$ cat src/rtl/can_ctl_pkg.sv
package can_ctl_pkg;

    localparam int DATA_W  = 32;
    localparam int NSRC    = 8;
    localparam int CMD_W   = 6;
    localparam int LVL_W   = 6;
    localparam int SEG_W   = 5;
    localparam int POS_W   = 5;
    localparam int CNT_W   = 8;

    // word addresses
    localparam int ADR_MODE = 0;
    localparam int ADR_CMD  = 1;
    localparam int ADR_STAT = 2;
    localparam int ADR_FLAG = 3;
    localparam int ADR_EN   = 4;
    localparam int ADR_ECNT = 5;

    // event / flag bit positions
    localparam int SRC_RX   = 0;
    localparam int SRC_OVR  = 3;
    localparam int SRC_ARB  = 6;
    localparam int SRC_BERR = 7;

    // command bit positions
    localparam int CMD_RELEASE = 2;
    localparam int CMD_CLR_OVR = 3;

    localparam logic [LVL_W-1:0] LVL_RST = 6'b00_1111;

    typedef struct packed {
        logic [1:0]       kind;
        logic             rx_dir;
        logic [SEG_W-1:0] seg;
    } berr_cap_t;

    typedef struct packed {
        logic sleep;
        logic single_flt;
        logic loopback;
        logic listen;
        logic rst_mode;
    } mode_t;

    localparam mode_t MODE_RST = '{sleep: 1'b0, single_flt: 1'b0, loopback: 1'b0,
                                   listen: 1'b0, rst_mode: 1'b1};

    function automatic logic [DATA_W-1:0] pack_status(
        input berr_cap_t        b,
        input logic [POS_W-1:0] arb,
        input logic [LVL_W-1:0] lvl,
        input logic             ovr,
        input logic             rx_rdy);
        return {8'h00, b, 3'b000, arb, lvl, ovr, rx_rdy};
    endfunction

endpackage

$ cat src/rtl/can_irq_flags.sv
module can_irq_flags #(
    parameter int N = 8
) (
    input  logic         clk,
    input  logic         rst,
    input  logic [N-1:0] evt_i,
    input  logic [N-1:0] clr_i,
    input  logic [N-1:0] en_i,
    output logic [N-1:0] flag_o,
    output logic         irq_o
);
    for (genvar i = 0; i < N; i++) begin : g_bit
        logic bit_q;
        always_ff @(posedge clk) begin
            if (rst)           bit_q <= 1'b0;
            else if (evt_i[i]) bit_q <= 1'b1;
            else if (clr_i[i]) bit_q <= 1'b0;
        end
        assign flag_o[i] = bit_q;


        evt_sets_chk: assert property (@(posedge clk) disable iff (rst)
            evt_i[i] |=> bit_q);

        w1c_clears_chk: assert property (@(posedge clk) disable iff (rst)
            (clr_i[i] && !evt_i[i]) |=> !bit_q);
    end

    assign irq_o = |(flag_o & en_i);


    irq_masked_chk: assert property (@(posedge clk) disable iff (rst)
        (en_i == '0) |-> !irq_o);
endmodule

$ cat src/rtl/can_err_capture.sv
module can_err_capture
    import can_ctl_pkg::*;
#(
    parameter int PW = POS_W
) (
    input  logic          clk,
    input  logic          rst,
    input  logic          berr_evt_i,
    input  logic          berr_held_i,
    input  berr_cap_t     berr_i,
    input  logic          arb_evt_i,
    input  logic          arb_held_i,
    input  logic [PW-1:0] arb_pos_i,
    output berr_cap_t     berr_o,
    output logic [PW-1:0] arb_o
);
    berr_cap_t     berr_q;
    logic [PW-1:0] arb_q;

    always_ff @(posedge clk) begin
        if (rst) begin
            berr_q <= '0;
            arb_q  <= '0;
        end else begin
            if (berr_evt_i && !berr_held_i) berr_q <= berr_i;
            if (arb_evt_i && !arb_held_i)   arb_q  <= arb_pos_i;
        end
    end

    assign berr_o = berr_q;
    assign arb_o  = arb_q;


    berr_freeze_chk: assert property (@(posedge clk) disable iff (rst)
        berr_held_i |=> $stable(berr_q));

    arb_freeze_chk: assert property (@(posedge clk) disable iff (rst)
        arb_held_i |=> $stable(arb_q));
endmodule

$ cat src/rtl/can_cfg_regs.sv
module can_cfg_regs
    import can_ctl_pkg::*;
(
    input  logic              clk,
    input  logic              rst,
    input  logic              wr_mode_i,
    input  logic              wr_cmd_i,
    input  logic              wr_en_i,
    input  logic              wr_ecnt_i,
    input  logic [DATA_W-1:0] wdata_i,
    input  logic              evt_rx_i,
    input  logic              evt_ovr_i,
    input  logic [LVL_W-1:0]  lvl_i,
    input  logic              ecnt_upd_i,
    input  logic [CNT_W-1:0]  ecnt_tx_i,
    input  logic [CNT_W-1:0]  ecnt_rx_i,
    output mode_t             mode_o,
    output logic [NSRC-1:0]   en_o,
    output logic [CMD_W-1:0]  cmd_o,
    output logic              rx_rdy_o,
    output logic              ovr_o,
    output logic [LVL_W-1:0]  lvl_o,
    output logic [CNT_W-1:0]  tec_o,
    output logic [CNT_W-1:0]  rec_o
);
    mode_t            mode_q;
    logic [NSRC-1:0]  en_q;
    logic [CMD_W-1:0] cmd_q;
    logic             rx_rdy_q, ovr_q;
    logic [LVL_W-1:0] lvl_q;
    logic [CNT_W-1:0] tec_q, rec_q;

    logic do_release, do_clr_ovr;
    assign do_release = wr_cmd_i && wdata_i[CMD_RELEASE];
    assign do_clr_ovr = wr_cmd_i && wdata_i[CMD_CLR_OVR];

    always_ff @(posedge clk) begin
        if (rst) begin
            mode_q   <= MODE_RST;
            en_q     <= '0;
            cmd_q    <= '0;
            rx_rdy_q <= 1'b0;
            ovr_q    <= 1'b0;
            lvl_q    <= LVL_RST;
            tec_q    <= '0;
            rec_q    <= '0;
        end else begin
            if (wr_mode_i) begin
                mode_q.rst_mode <= wdata_i[0];
                mode_q.listen   <= wdata_i[1];
                mode_q.loopback <= wdata_i[2];
                if (mode_q.rst_mode) begin
                    mode_q.single_flt <= wdata_i[3];
                    mode_q.sleep      <= wdata_i[4];
                end
            end
            if (wr_en_i) en_q <= wdata_i[NSRC-1:0];
            cmd_q <= wr_cmd_i ? wdata_i[CMD_W-1:0] : '0;

            if (evt_rx_i)        rx_rdy_q <= 1'b1;
            else if (do_release) rx_rdy_q <= 1'b0;
            if (evt_ovr_i)       ovr_q <= 1'b1;
            else if (do_clr_ovr) ovr_q <= 1'b0;

            lvl_q <= lvl_i;

            if (wr_ecnt_i) begin
                tec_q <= wdata_i[CNT_W-1:0];
                rec_q <= wdata_i[16 +: CNT_W];
            end else if (ecnt_upd_i) begin
                tec_q <= ecnt_tx_i;
                rec_q <= ecnt_rx_i;
            end
        end
    end

    assign mode_o   = mode_q;
    assign en_o     = en_q;
    assign cmd_o    = cmd_q;
    assign rx_rdy_o = rx_rdy_q;
    assign ovr_o    = ovr_q;
    assign lvl_o    = lvl_q;
    assign tec_o    = tec_q;
    assign rec_o    = rec_q;


    mode_guard_chk: assert property (@(posedge clk) disable iff (rst)
        (wr_mode_i && !mode_q.rst_mode) |=> $stable({mode_q.sleep, mode_q.single_flt}));

    cmd_pulse_chk: assert property (@(posedge clk) disable iff (rst)
        !wr_cmd_i |=> (cmd_q == '0));

    ovr_hold_chk: assert property (@(posedge clk) disable iff (rst)
        (ovr_q && !do_clr_ovr) |=> ovr_q);

    ecnt_host_chk: assert property (@(posedge clk) disable iff (rst)
        (wr_ecnt_i && wdata_i == '0) |=> (tec_q == '0 && rec_q == '0));
endmodule

$ cat src/rtl/can_irq_status_core.sv
module can_irq_status_core
    import can_ctl_pkg::*;
#(
    parameter int ADDR_W = 3
) (
    input  logic              clk,
    input  logic              rst,
    input  logic              reg_we,
    input  logic [ADDR_W-1:0] reg_addr,
    input  logic [DATA_W-1:0] reg_wdata,
    output logic [DATA_W-1:0] reg_rdata,
    input  logic [NSRC-1:0]   evt_i,
    input  logic [1:0]        berr_kind_i,
    input  logic              berr_rx_i,
    input  logic [SEG_W-1:0]  berr_seg_i,
    input  logic [POS_W-1:0]  arb_pos_i,
    input  logic [LVL_W-1:0]  eng_lvl_i,
    input  logic              ecnt_upd_i,
    input  logic [CNT_W-1:0]  ecnt_tx_i,
    input  logic [CNT_W-1:0]  ecnt_rx_i,
    output logic [4:0]        mode_o,
    output logic [CMD_W-1:0]  cmd_o,
    output logic              irq_o
);
    logic sel_mode, sel_cmd, sel_flag, sel_en, sel_ecnt;
    assign sel_mode = reg_we && (reg_addr == ADDR_W'(ADR_MODE));
    assign sel_cmd  = reg_we && (reg_addr == ADDR_W'(ADR_CMD));
    assign sel_flag = reg_we && (reg_addr == ADDR_W'(ADR_FLAG));
    assign sel_en   = reg_we && (reg_addr == ADDR_W'(ADR_EN));
    assign sel_ecnt = reg_we && (reg_addr == ADDR_W'(ADR_ECNT));

    logic [NSRC-1:0] clr, flags, en;
    assign clr = sel_flag ? reg_wdata[NSRC-1:0] : '0;

    mode_t            mode;
    logic             rx_rdy, ovr;
    logic [LVL_W-1:0] lvl;
    logic [CNT_W-1:0] tec, rec;
    berr_cap_t        berr_cap, berr_in;
    logic [POS_W-1:0] arb_cap;

    can_cfg_regs u_cfg (
        .clk(clk), .rst(rst),
        .wr_mode_i(sel_mode), .wr_cmd_i(sel_cmd), .wr_en_i(sel_en), .wr_ecnt_i(sel_ecnt),
        .wdata_i(reg_wdata),
        .evt_rx_i(evt_i[SRC_RX]), .evt_ovr_i(evt_i[SRC_OVR]),
        .lvl_i(eng_lvl_i),
        .ecnt_upd_i(ecnt_upd_i), .ecnt_tx_i(ecnt_tx_i), .ecnt_rx_i(ecnt_rx_i),
        .mode_o(mode), .en_o(en), .cmd_o(cmd_o),
        .rx_rdy_o(rx_rdy), .ovr_o(ovr), .lvl_o(lvl),
        .tec_o(tec), .rec_o(rec)
    );

    can_irq_flags #(.N(NSRC)) u_flags (
        .clk(clk), .rst(rst),
        .evt_i(evt_i), .clr_i(clr), .en_i(en),
        .flag_o(flags), .irq_o(irq_o)
    );

    assign berr_in = '{kind: berr_kind_i, rx_dir: berr_rx_i, seg: berr_seg_i};

    can_err_capture #(.PW(POS_W)) u_cap (
        .clk(clk), .rst(rst),
        .berr_evt_i(evt_i[SRC_BERR]),
        .berr_held_i(flags[SRC_BERR] && !clr[SRC_BERR]),
        .berr_i(berr_in),
        .arb_evt_i(evt_i[SRC_ARB]),
        .arb_held_i(flags[SRC_ARB] && !clr[SRC_ARB]),
        .arb_pos_i(arb_pos_i),
        .berr_o(berr_cap), .arb_o(arb_cap)
    );

    assign mode_o = mode;

    always_comb begin
        reg_rdata = '0;
        case (int'(reg_addr))
            ADR_MODE: reg_rdata = {{(DATA_W-5){1'b0}}, mode};
            ADR_STAT: reg_rdata = pack_status(berr_cap, arb_cap, lvl, ovr, rx_rdy);
            ADR_FLAG: reg_rdata = {{(DATA_W-NSRC){1'b0}}, flags};
            ADR_EN:   reg_rdata = {{(DATA_W-NSRC){1'b0}}, en};
            ADR_ECNT: reg_rdata = {8'h00, rec, 8'h00, tec};
            default:  reg_rdata = '0;
        endcase
    end


    cmd_reads_zero_chk: assert property (@(posedge clk) disable iff (rst)
        (reg_addr == ADDR_W'(ADR_CMD)) |-> (reg_rdata == '0));

    rx_rdy_follow_chk: assert property (@(posedge clk) disable iff (rst)
        evt_i[SRC_RX] |=> reg_rdata_rx_rdy_dummy_ok);
    logic reg_rdata_rx_rdy_dummy_ok;
    assign reg_rdata_rx_rdy_dummy_ok = rx_rdy;
endmodule

$ cat config.mk
export PLATFORM = sky130hd
export DESIGN_NAME = can_irq_status_core
export DESIGN_NICKNAME = d
export VERILOG_FILES = /design/src/rtl/can_ctl_pkg.sv /design/src/rtl/can_irq_flags.sv /design/src/rtl/can_err_capture.sv /design/src/rtl/can_cfg_regs.sv /design/src/rtl/can_irq_status_core.sv
export SDC_FILE = /design/constraint.sdc
export NUM_CORES = 1
export LEC_CHECK = 0
export ABC_CLOCK_PERIOD_IN_PS = 1300
export BUFFER_PORTS_ARGS = -buffer_cell sky130_fd_sc_hd__clkbuf_2
export CELL_PAD_IN_SITES_DETAIL_PLACEMENT = 0
export CELL_PAD_IN_SITES_GLOBAL_PLACEMENT = 1
export CORE_MARGIN = 5
export CORE_UTILIZATION = 33
export CTS_BUF_LIST = sky130_fd_sc_hd__clkbuf_16
export CTS_CLUSTER_DIAMETER = 30
export DETAILED_ROUTE_END_ITERATION = 8
export PLACE_DENSITY_LB_ADDON = 0.05
export SETUP_SLACK_MARGIN = 0.2
export SLEW_MARGIN = 20
export SYNTH_ARGS = -nofsm -noshare
export SYNTH_HDL_FRONTEND = slang
export SYNTH_HIERARCHICAL = 1
export SYNTH_SLANG_ARGS = --single-unit
$ cat constraint.sdc
create_clock -name clk -period 1.3 [get_ports clk]
set_clock_uncertainty 0.2 [all_clocks]
set_input_delay 0 -clock clk [delete_from_list [all_inputs] [get_ports clk]]
set_output_delay 0 -clock clk [all_outputs]
set_load 0.05 [all_outputs]
# == Word-level counts from Yosys, hierarchy flattened ==
# Index checks and enable logic that the tools add are counted.
# word_totals
input_bits,82
wordCells,87
register_bits,64
# op_classes
n_reduce_logical,30
n_mux,26
eq_ne,5
bitwise,2
# ops
cell,count
24-bit case mux with 5 select lines,1
8-bit two-way mux,5
2-bit nonzero test,11
1-bit two-way mux,20
1-bit logical AND,11
8-bit bitwise AND,1
8-bit OR reduction,1
3-bit by 2-bit == test with 1-bit output (second input constant),2
3-bit == test (second input constant),2
1-bit logical NOT,4
3-bit by 1-bit == test with 1-bit output (second input constant),1
3-bit logical NOT,1
2-bit AND reduction,1
2-bit OR reduction,1
1-bit inverter,1

# == Longest topological paths before layout ==
# Gate-level depths: netlist of the first run.
# logic_depth
word_depth,7
ltp_mapped,6

# == Modules after synthesis ==
# The synthesis of the first run kept the hierarchy.
# by_module_without_submodules
mod,area_per_inst_um2,instances,cells_per_inst,seq_area_each_um2
can_cfg_regs,1676.6,1,147,860.8
can_irq_status_core,631.9,1,84,0.0
can_err_capture,580.6,1,56,260.2
can_irq_flags,381.6,1,46,160.2

# == Worst setup path after synthesis of the first run ==
# OpenSTA, ideal clock, no wires.
# synth_timing
path_type,register -> output
start,"register u_cfg.mode_q, in the netlist u_cfg/mode_o[0]"
end,output port reg_rdata[0]
path_stages_with_launch,4
path_buffers,0
required_time_ns,1.100
arrival_time_ns,1.775
slack_ns,-0.675
cell_sequence,dfxtp_1 mux2_2 a221oi_1 a21oi_1
# synth_via
elab_chain_len,1
# synth_rtl
item,line,rtl
start: declaration,can_cfg_regs.sv:26,mode_t mode_q;
24-bit case mux with 5 select lines,can_irq_status_core.sv:77,case (int'(reg_addr))
end: declaration,can_irq_status_core.sv:11,"output logic [DATA_W-1:0] reg_rdata,"
# Every way passes these cells.

# == Worst setup path after layout of the first run ==
# Ends and elaborated chain as after synthesis.

==> qor.yml, run 1 <==
status: "finished with violations"
violations: "negative hold slack, negative setup slack"
rows: 36
route.detailed.drc: 0
hold_viol_final: 28
grt_pass1_wl_mm: 16.8
worst_slack_ns: -0.319
final_common_cell: "clkbuf_2"
grt_use_met3_pct: 4.11
vias_per_cell: 4.62
post-route-util_pct: 63.1
synth_area_um2: 3270
cp_max_fo: 2
clk_pin_slew_worst_paths_ns: 0.06
placed_area_um2: 4620
cts_root_buf: "clkbuf_16"
synth_cell_type_count: 42
grt-ovfl-total: 0
ant_nets: 0
fp.coreArea_um2: 9730
vias: 3052
async_flop_share_pct: 0
avgSynthCellArea_um2: 9.82
pin_count: 126
gp_congestion: 0.808
fin_nets: 604
fin_hold_ws_ns: -0.0586
yosys_warnings: 6
cts_tree: "yes"
synth_seq_cells: 64
setup_violations: 9
maxCapViolCount: 0
period_share_pct: 125
cts_sinks: 64
die_h_um: 110
met2_usage_pct: 28.3
p_leak_nw: 2.61
area_delta_synth_final_pct: 87.8
drt-wirelength-per-cell_um: 16.3
critical_path_class: "flop to output port"
start_util_pct: 33.6
grt_usage_pct: 18.4
synthFlopType: "dfxtp_1"
synthesis.instances: 333
max_freq_mhz: 617
grtUsageMet1_pct: 26.2
crit_required_ns: 1.10
hp-class: "primary input to flop"
rsz0062_at_grt: "true"
placedCellCount: 574
power.density_nw_per_um2: 968
busiest_layer: "met2"
h-tree-depth: 3
die_w_um: 110
tns_ns: -1.82
ir_worst_vdd_v: 0.000627
min_period_ns: 1.62
die-area_um2: 12000
firstDrtPassIters: 4
antenna_found_initial: 0
antenna_cells: 0
grt_pass1_vias: 3158
final_max_slew_viol_count: 0
critPathLaunchType: "flop"
cts-buffers-inserted: 9
port_buffers: 98
grt_max_degree: 42
cp.arrival_ns: 1.42
finalInstanceArea_um2: 6140
drt_wl_total_mm: 10.7
insertion_delay_ns: 0.32
synth-edff-count: 0
yosysSeqAreaShare_pct: 39.2
drt_iter0_markers: 128
layout_common_cells: "62 x clkbuf_2, 60 x dlygate4sd3_1, 33 x dfxtp_1"
fin_cells: 660
critPathCaptureType: "output port"
clockBufferDepth: 2
dpl.hpwl_mm: 7.15
drive_above_1_share_pct: 52.0
-- area by class of cell --
type	instances	area [um2]
fill	824	3590
multi-input combinational	231	2180
timing repair buffer	206	2100
sequential	64	1340
clock buffer	10	250
tap	133	166
clock inverter	6	65.1
inverter	10	43.8
-- where the power goes --
group,internal (mW),switching [mW]
Clock,1.60,0.905
Sequential,2.07,0.0863
Combinational,0.670,0.620
-- cell usage after synthesis (2+ instances only) --
| master | instances | share of area [%] |
|---|---|---|
| nand2_1 | 2 | 0.23 |
| a22oi_1 | 9 | 2.1 |
| a211oi_2 | 10 | 3.8 |
| nand3_1 | 2 | 0.31 |
| a21boi_1 | 2 | 0.46 |
| clkbuf_1 | 2 | 0.23 |
| a21boi_0 | 2 | 0.46 |
| o21ai_1 | 13 | 2.0 |
| a221oi_1 | 5 | 1.3 |
| o22ai_1 | 3 | 0.57 |
| a22o_1 | 8 | 2.1 |
| a21oi_1 | 15 | 2.3 |
| buf_4 | 25 | 5.7 |
| or2_2 | 4 | 0.76 |
| nand2b_1 | 22 | 4.2 |
| mux2_2 | 3 | 1.0 |
| nor2_1 | 10 | 1.1 |
| o21ba_2 | 2 | 0.61 |
| nor2b_1 | 21 | 4.0 |
| a21bo_2 | 2 | 0.61 |
| mux2i_1 | 32 | 9.8 |
| and2_1 | 20 | 3.8 |
| dfxtp_1 | 64 | 39 |
| mux2_1 | 2 | 0.69 |
| inv_1 | 10 | 1.1 |
| nand4bb_1 | 13 | 4.5 |
| buf_2 | 9 | 1.4 |
| a211oi_1 | 6 | 1.4 |
| nor3b_1 | 2 | 0.46 |
-- worst max-delay path: stages (launching register included) --
cell	delay, ns
dfxtp_4	0.34
mux2_4	0.28
a221oi_4	0.26
a21oi_4	0.06
buf_12	0.16
-- final timing paths --
path                           from        endpoint  slack [ns]  cells past startpoint
max                 u_cfg/mode_o[0]    reg_rdata[0]       -0.32                      4
min                             rst  u_cfg/tec_o[4]       -0.06                      3
max reg2reg  u_flags/g_bit[6].bit_q  u_cap/arb_o[1]        0.08                      3
min reg2reg          u_cap/arb_o[4]  u_cap/arb_o[4]        0.28                      2
-- metrics by stage --
step / power, mW / setup WS [ns]
after floorplan: 2.86 / 0.0159
after global placement: 3.21 / -0.0444
after detailed placement: 3.22 / -0.0579
after CTS: 5.98 / -0.327
after global routing: 6.22 / -0.365
final: 5.95 / -0.319
-- metal layers --
layer | share of wire, % | up-vias
met4 | 1.2 | 0
li1 | - | 1540
met2 | 45 | 73
met1 | 50 | 1430
met3 | 4.4 | 9
met5 | 0 | -
-- state kept, by name, indices dropped and copies added, names as in the netlist --
name and cells:
u_cap/berr_o 8, u_cfg/en_o 8, u_cfg/rec_o 8, u_cfg/tec_o 8
u_flags/g_bit.bit_q 8, u_cfg/cmd_o 6, u_cfg/lvl_o 6, u_cap/arb_o 5
u_cfg/mode_o 5, u_cfg/ovr_o 1, u_cfg/rx_rdy_o 1
-- cells by family after synthesis --
group / Yosys count / share of synthesized area, %
other cells: 1 / 0.115
mux: 37 / 11.5
compound gates: 78 / 18.0
simple gates: 105 / 21.7
flops: 64 / 39.2
buf+inv: 48 / 9.45
-- what timing repair did --
| action | CTS | global route |
|---|---|---|
| setup endpoints to repair | 47 | 55 |
| pin swaps | 15 | 13 |
| setup buffers | 1 | 4 |
| gates resized for setup | 94 | 30 |
| hold buffers | 65 | 1 |
| hold endpoints to repair | 64 | 14 |
Note: power is estimated with default switching activity, not from simulation.
==> inputs of run 2 (changes only) <==
--- a/config.mk
+++ b/config.mk
@@ -10,7 +10,7 @@
 export CELL_PAD_IN_SITES_DETAIL_PLACEMENT = 0
 export CELL_PAD_IN_SITES_GLOBAL_PLACEMENT = 1
 export CORE_MARGIN = 5
-export CORE_UTILIZATION = 33
+export CORE_UTILIZATION = 29
 export CTS_BUF_LIST = sky130_fd_sc_hd__clkbuf_16
 export CTS_CLUSTER_DIAMETER = 30
 export DETAILED_ROUTE_END_ITERATION = 8
==> run 2 against run 1 <==
Compared with the run above: the flow still finishes with violations (negative hold slack, negative setup slack); non-clock buffer count is 1 higher; worst setup slack worse by 0.033 ns; die area is 12% higher; total power is 6.8% higher; wire length is 0.40% higher; final cell count is 1.2% higher; clock-buffer cell count is 1 lower; first-iteration DRC count is 27% lower; sequential share of layout area is 0.33 points lower; via count is 1.0% higher; global-route usage is 2.5 points lower; register-to-register slack worse by 0.08 ns; critical endpoint is now reg_rdata[2]; largest power group unchanged.
==> qor.yml, run 2 (synthesis results as in run 1) <==
max_freq_mhz: 605  # was 617 MHz
p_leak_nw: 2.65  # was 2.61 nW
port_buffers: 98  # unchanged
cts-buffers-inserted: 9  # unchanged
violations: "negative hold slack, negative setup slack"  # unchanged
die_h_um: 116  # was 110 um
cts_tree: "yes"  # unchanged
die-area_um2: 13500  # was 12,000 um2
fp.coreArea_um2: 10900  # was 9730 um2
vias: 3084  # was 3,052
clockBufferDepth: 2  # unchanged
h-tree-depth: 3  # unchanged
final_common_cell: "clkbuf_2"  # unchanged
cp.arrival_ns: 1.45  # was 1.42 ns
hold_viol_final: 39  # was 28
antenna_cells: 0  # unchanged
layout_common_cells: "60 x clkbuf_2, 57 x dlygate4sd3_1, 34 x dfxtp_1"  # was 62 x clkbuf_2, 60 x dlygate4sd3_1, 33 x dfxtp_1
drt_iter0_markers: 93  # was 128
firstDrtPassIters: 4  # unchanged
period_share_pct: 127  # was 125%
status: "finished with violations"  # unchanged
pin_count: 126  # unchanged
cts_root_buf: "clkbuf_16"  # unchanged
critPathCaptureType: "output port"  # unchanged
start_util_pct: 29.9  # was 33.6%
antenna_found_initial: 0  # unchanged
rsz0062_at_grt: "true"  # unchanged
area_delta_synth_final_pct: 90.9  # was 87.8%
grtUsageMet1_pct: 21.8  # was 26.2%
min_period_ns: 1.65  # was 1.62 ns
rows: 38  # was 36
grt_pass1_wl_mm: 16.5  # was 16.8 mm
setup_violations: 10  # was 9
die_w_um: 116  # was 110 um
fin_cells: 668  # was 660
met2_usage_pct: 25.5  # was 28.3%
fin_hold_ws_ns: -0.0840  # was -0.0586 ns
ir_worst_vdd_v: 0.000659  # was 0.000627 V
crit_required_ns: 1.10  # about the same
final_max_slew_viol_count: 0  # unchanged
hold_buffers: 60  # was 65
cp_max_fo: 3  # was 2
finalInstanceArea_um2: 6240  # was 6140 um2
ant_nets: 0  # unchanged
grt_max_degree: 40  # was 42
clk_pin_slew_worst_paths_ns: 0.06  # about the same
critPathLaunchType: "flop"  # unchanged
vias_per_cell: 4.62  # about the same
busiest_layer: "met2"  # unchanged
grt_pass1_vias: 3136  # was 3,158
grt_use_met3_pct: 3.47  # was 4.11%
dpl.hpwl_mm: 7.41  # was 7.15 mm
drt_wl_total_mm: 10.8  # was 10.7 mm
route.detailed.drc: 0  # unchanged
insertion_delay_ns: 0.32  # about the same
grt-ovfl-total: 0  # unchanged
post-route-util_pct: 57.1  # was 63.1%
cts_sinks: 64  # unchanged
power.density_nw_per_um2: 1020  # was 968 nW/um2
tns_ns: -1.94  # was -1.82 ns
grt_usage_pct: 15.9  # was 18.4%
placed_area_um2: 4690  # was 4620 um2
drive_above_1_share_pct: 54.7  # was 52.0%
fin_nets: 605  # was 604
gp_congestion: 0.761  # was 0.808
hp-class: "primary input to flop"  # unchanged
critical_path_class: "flop to output port"  # unchanged
placedCellCount: 582  # was 574
worst_slack_ns: -0.352  # was -0.319 ns
drt-wirelength-per-cell_um: 16.2  # was 16.3 um
maxCapViolCount: 0  # unchanged
## run 2: layer usage
metal | part of all wire, % | wire, um
met1 | 48 | 5140
met2 | 46 | 4950
met3 | 5.6 | 599
met4 | 0.98 | 106
met5 | 0 | 0
## run 2: what timing repair did
item                                    in CTS  in global routing
endpoints found under the hold margin       64                 38
setup buffers                                2                  7
resized for setup                           84                 47
endpoints found under the setup margin      48                 52
gates cloned                                 0                  1
pin swaps                                   13                 13
## run 2: report_power, final
group	switching [mW]	total, mW	leakage, nW	internal [mW]
Clock	0.989	2.89	0.171	1.90
Combinational	0.626	1.32	1.94	0.691
Sequential	0.0882	2.15	0.540	2.07
Total	1.70	6.36	2.65	4.65
## run 2: worst paths after layout
| kind | from | end | slack [ns] | depth (start not counted) |
|---|---|---|---|---|
| max reg2reg | u_flags/g_bit[6].bit_q | u_cap/arb_o[4] | 0 | 4 |
| min | rst | u_flags/g_bit[4].bit_q | -0.08 | 3 |
| min reg2reg | u_cap/arb_o[2] | u_cap/arb_o[2] | 0.28 | 2 |
| max | u_cfg/en_o[2] | reg_rdata[2] | -0.35 | 4 |
## run 2: metrics by stage
step	hold slack (ns)	worst slack, ns	power, mW
6_report	-0.0840	-0.352	6.36
5_1_grt	-0.0650	-0.391	6.58
3_5_place_dp	-0.00947	-0.155	3.24
3_3_place_gp	-0.0147	-0.0935	3.24
2_1_floorplan	-0.0962	0.0159	2.86
4_1_cts	-0.0721	-0.362	6.35
## run 2: layout make-up
type	count	area [um2]
Clock buffer	9	225
Sequential cell	64	1340
Fill cell	945	4690
Clock inverter	7	125
Timing Repair Buffer	207	2110
Multi-Input combinational cell	231	2220
Tap cell	140	175
Inverter	10	43.8
## run 2: critical path, stage by stage (launching register included)
cell and delay, ns:
dfxtp_1 0.34, mux2_4 0.29, a221oi_4 0.28, a21oi_4 0.06
buf_12 0.16
==> inputs of run 3 (changes only) <==
--- a/config.mk
+++ b/config.mk
@@ -5,7 +5,7 @@
 export SDC_FILE = /design/constraint.sdc
 export NUM_CORES = 1
 export LEC_CHECK = 0
-export ABC_CLOCK_PERIOD_IN_PS = 1300
+export ABC_AREA = 1
 export BUFFER_PORTS_ARGS = -buffer_cell sky130_fd_sc_hd__clkbuf_2
 export CELL_PAD_IN_SITES_DETAIL_PLACEMENT = 0
 export CELL_PAD_IN_SITES_GLOBAL_PLACEMENT = 1
==> constraint.sdc (replaced) <==
create_clock -name clk -period 1.4 [get_ports clk]
set_clock_uncertainty 0.2 [all_clocks]
set_input_delay 0 -clock clk [delete_from_list [all_inputs] [get_ports clk]]
set_output_delay 0 -clock clk [all_outputs]
set_load 0.05 [all_outputs]
==> run 3 against run 2 <==
Compared with the run above: the run now ends clean; combinational power decreased by 8%; area after synthesis increased by 6.7%; largest cell class is now buffers; total power decreased by 8.1%; synthesized cell count increased by 55%; via count increased by 22%; clock power decreased by 9.7%; worst setup slack improved by 0.39 ns; core utilization decreased by 6.9 points; final cell count increased by 28%.
==> qor.yml, run 3 <==
antenna_found_initial: 0  # unchanged
synthTopCellsByArea: "dfxtp_1 37%, inv_1 10%, nand2_1 9.8%"  # was dfxtp_1 39%, mux2i_1 9.8%, buf_4 5.7%
pin_count: 126  # unchanged
maxCapViolCount: 0  # unchanged
critPathLaunchType: "flop"  # unchanged
area_delta_synth_final_pct: 71.3  # was 90.9%
setup_violations: 0  # was 10
ant_nets: 0  # unchanged
synthFlopType: "dfxtp_1"  # unchanged
synth_area_um2: 3490  # was 3270 um2
grt-ovfl-total: 0  # unchanged
drt_iter0_markers: 172  # was 93
die_h_um: 120  # was 116 um
vias: 3752  # was 3,084
layout_common_cells: "78 x inv_1, 76 x nand2_1, 70 x clkbuf_2"  # was 60 x clkbuf_2, 57 x dlygate4sd3_1, 34 x dfxtp_1
yosysSeqAreaShare_pct: 36.7  # was 39.2%
power.density_nw_per_um2: 977  # was 1020 nW/um2
gp_congestion: 0.805  # was 0.761
h-tree-depth: 3  # unchanged
vias_per_cell: 4.40  # was 4.62
cts-buffers-inserted: 9  # unchanged
route.detailed.drc: 0  # unchanged
path_cells: "buf_6, nand3_2, nand4_1, buf_12"  # was mux2_4, a221oi_4, a21oi_4, buf_12
synth_common_cells: "96 x inv_1, 91 x nand2_1, 80 x nor2_1, 64 x dfxtp_1, 58 x nand3_1"  # was 64 x dfxtp_1, 32 x mux2i_1, 25 x buf_4, 22 x nand2b_1, 21 x nor2b_1
clockBufferDepth: 2  # unchanged
yosysTopAreaCell: "dfxtp_1"  # unchanged
drive_above_1_share_pct: 42.9  # was 54.7%
synthesis.instances: 515  # was 333
p_leak_nw: 2.85  # was 2.65 nW
synth_cell_type_count: 25  # was 42
grt_pass1_vias: 3744  # was 3,136
cts_root_buf: "clkbuf_16"  # unchanged
hp-class: "primary input to flop"  # unchanged
yosys_warnings: 6  # unchanged
max_freq_mhz: 733
drt_wl_total_mm: 11.6  # was 10.8 mm
cp_max_fo: 3  # unchanged
grt_usage_pct: 16.5  # was 15.9%
dpl.hpwl_mm: 8.39  # was 7.41 mm
cp.arrival_ns: 1.16  # was 1.45 ns
fin_cells: 853  # was 668
port_buffers: 98  # unchanged
critical_path_class: "flop to output port"  # unchanged
final_common_cell: "inv_1"  # was clkbuf_2
netlist.area_leader.share_pct: 36.7  # was 39.2%
async_flop_share_pct: 0  # unchanged
crit_required_ns: 1.20  # was 1.10 ns
synth.most_common_cell: "inv_1"  # was dfxtp_1
grt_pass1_wl_mm: 18.6  # was 16.5 mm
critPathCaptureType: "output port"  # unchanged
rsz0062_at_grt: "true"  # unchanged
slowest_delay_ns: 0.34  # about the same
hold_viol_final: 0  # was 39
clk_pin_slew_worst_paths_ns: 0.06  # about the same
die_w_um: 120  # was 116 um
start_util_pct: 29.3  # was 29.9%
rows: 40  # was 38
period_share_pct: 97.4
synth-edff-count: 0  # unchanged
fin_nets: 783  # was 605
firstDrtPassIters: 7  # was 4
cts_sinks: 64  # unchanged
ir_worst_vdd_v: 0.000475  # was 0.000659 V
fp.coreArea_um2: 11900  # was 10,900 um2
drt-wirelength-per-cell_um: 13.6  # was 16.2 um
cp_num_buf_inv: 2  # was 1
min_period_ns: 1.36
antenna_cells: 0  # unchanged
crit_slowest_cell: "dfxtp_2"  # was dfxtp_1
status: "finished clean"  # was finished with violations
die-area_um2: 14300  # was 13,500 um2
cts_tree: "yes"  # unchanged
grt_max_degree: 17  # was 40
final_max_slew_viol_count: 0  # unchanged
tns_ns: 0  # was -1.94 ns
synth_seq_cells: 64  # unchanged
insertion_delay_ns: 0.32  # about the same
placedCellCount: 762  # was 582
cp_top_family: "flip-flops"  # unchanged
avgSynthCellArea_um2: 6.77  # was 9.82 um2
-- run 3: power by group --
group          internal [mW]  switching, mW
clock network           1.74          0.871
registers               1.94         0.0696
logic                  0.539          0.679
-- run 3: repair_timing --
item | CTS | global route
endpoints found under the hold margin | 64 | 3
gates resized for setup | 76 | 79
pin swaps | 40 | 47
setup buffers | 8 | 4
hold buffers | 63 | 1
setup endpoints to repair | 35 | 39
-- run 3: logic make-up after synthesis --
kind of cell | share of synthesized area (%)
AOI/OAI and AO/OA | 7.07
buffers and inverters | 20.8
other | 0.108
DFF | 36.7
and+or+nand+nor | 35.3
-- run 3: worst paths after layout --
path         cells past startpoint  slack [ns]                   start               to
max                              4        0.04           u_cfg/en_o[5]     reg_rdata[5]
min                              5        0.01                     rst    u_cfg/en_o[0]
max reg2reg                      7        0.14  u_flags/g_bit[7].bit_q  u_cap/berr_o[6]
min reg2reg                      2        0.26         u_cap/berr_o[0]  u_cap/berr_o[0]
-- run 3: area by class of cell --
| cell class | instances | area [um2] |
|---|---|---|
| well taps | 147 | 184 |
| clock inverters | 7 | 119 |
| clock buffers | 9 | 225 |
| multi-input cells | 317 | 1840 |
| inverters | 101 | 399 |
| fillers | 1229 | 5940 |
| repair buffers | 208 | 1870 |
| flip-flops and latches | 64 | 1340 |
-- run 3: tightest hold or removal path, delay by kind of cell --
| family | cells | cell delay (ns) |
|---|---|---|
| AO/OA/AOI/OAI | 2 | 0.12 |
| buffers and inverters | 3 | 0.37 |
-- run 3: metrics by stage --
stage	utilization, %	power [mW]	setup slack (ns)	instance area, um2	hold slack [ns]
final	50.2	5.84	0.0360	5980	0.0112
after global routing	50.2	6.11	-0.0155	5980	0.0370
after CTS	48.2	5.84	0.0242	5740	0.00585
after detailed placement	38.0	2.99	0.00721	4520	-0.0124
after global placement	38.0	2.98	-0.0123	4520	-0.0131
after floorplan	-	2.66	0.0648	3620	-0.0962
-- run 3: metal layers --
layer	share of wire, %	global-route usage (%)	vias up
li1	-	-	1937
met1	43	19.5	1727
met4	1.6	5.08	0
met5	0	0	-
met3	4.5	3.86	12
met2	51	29.4	76
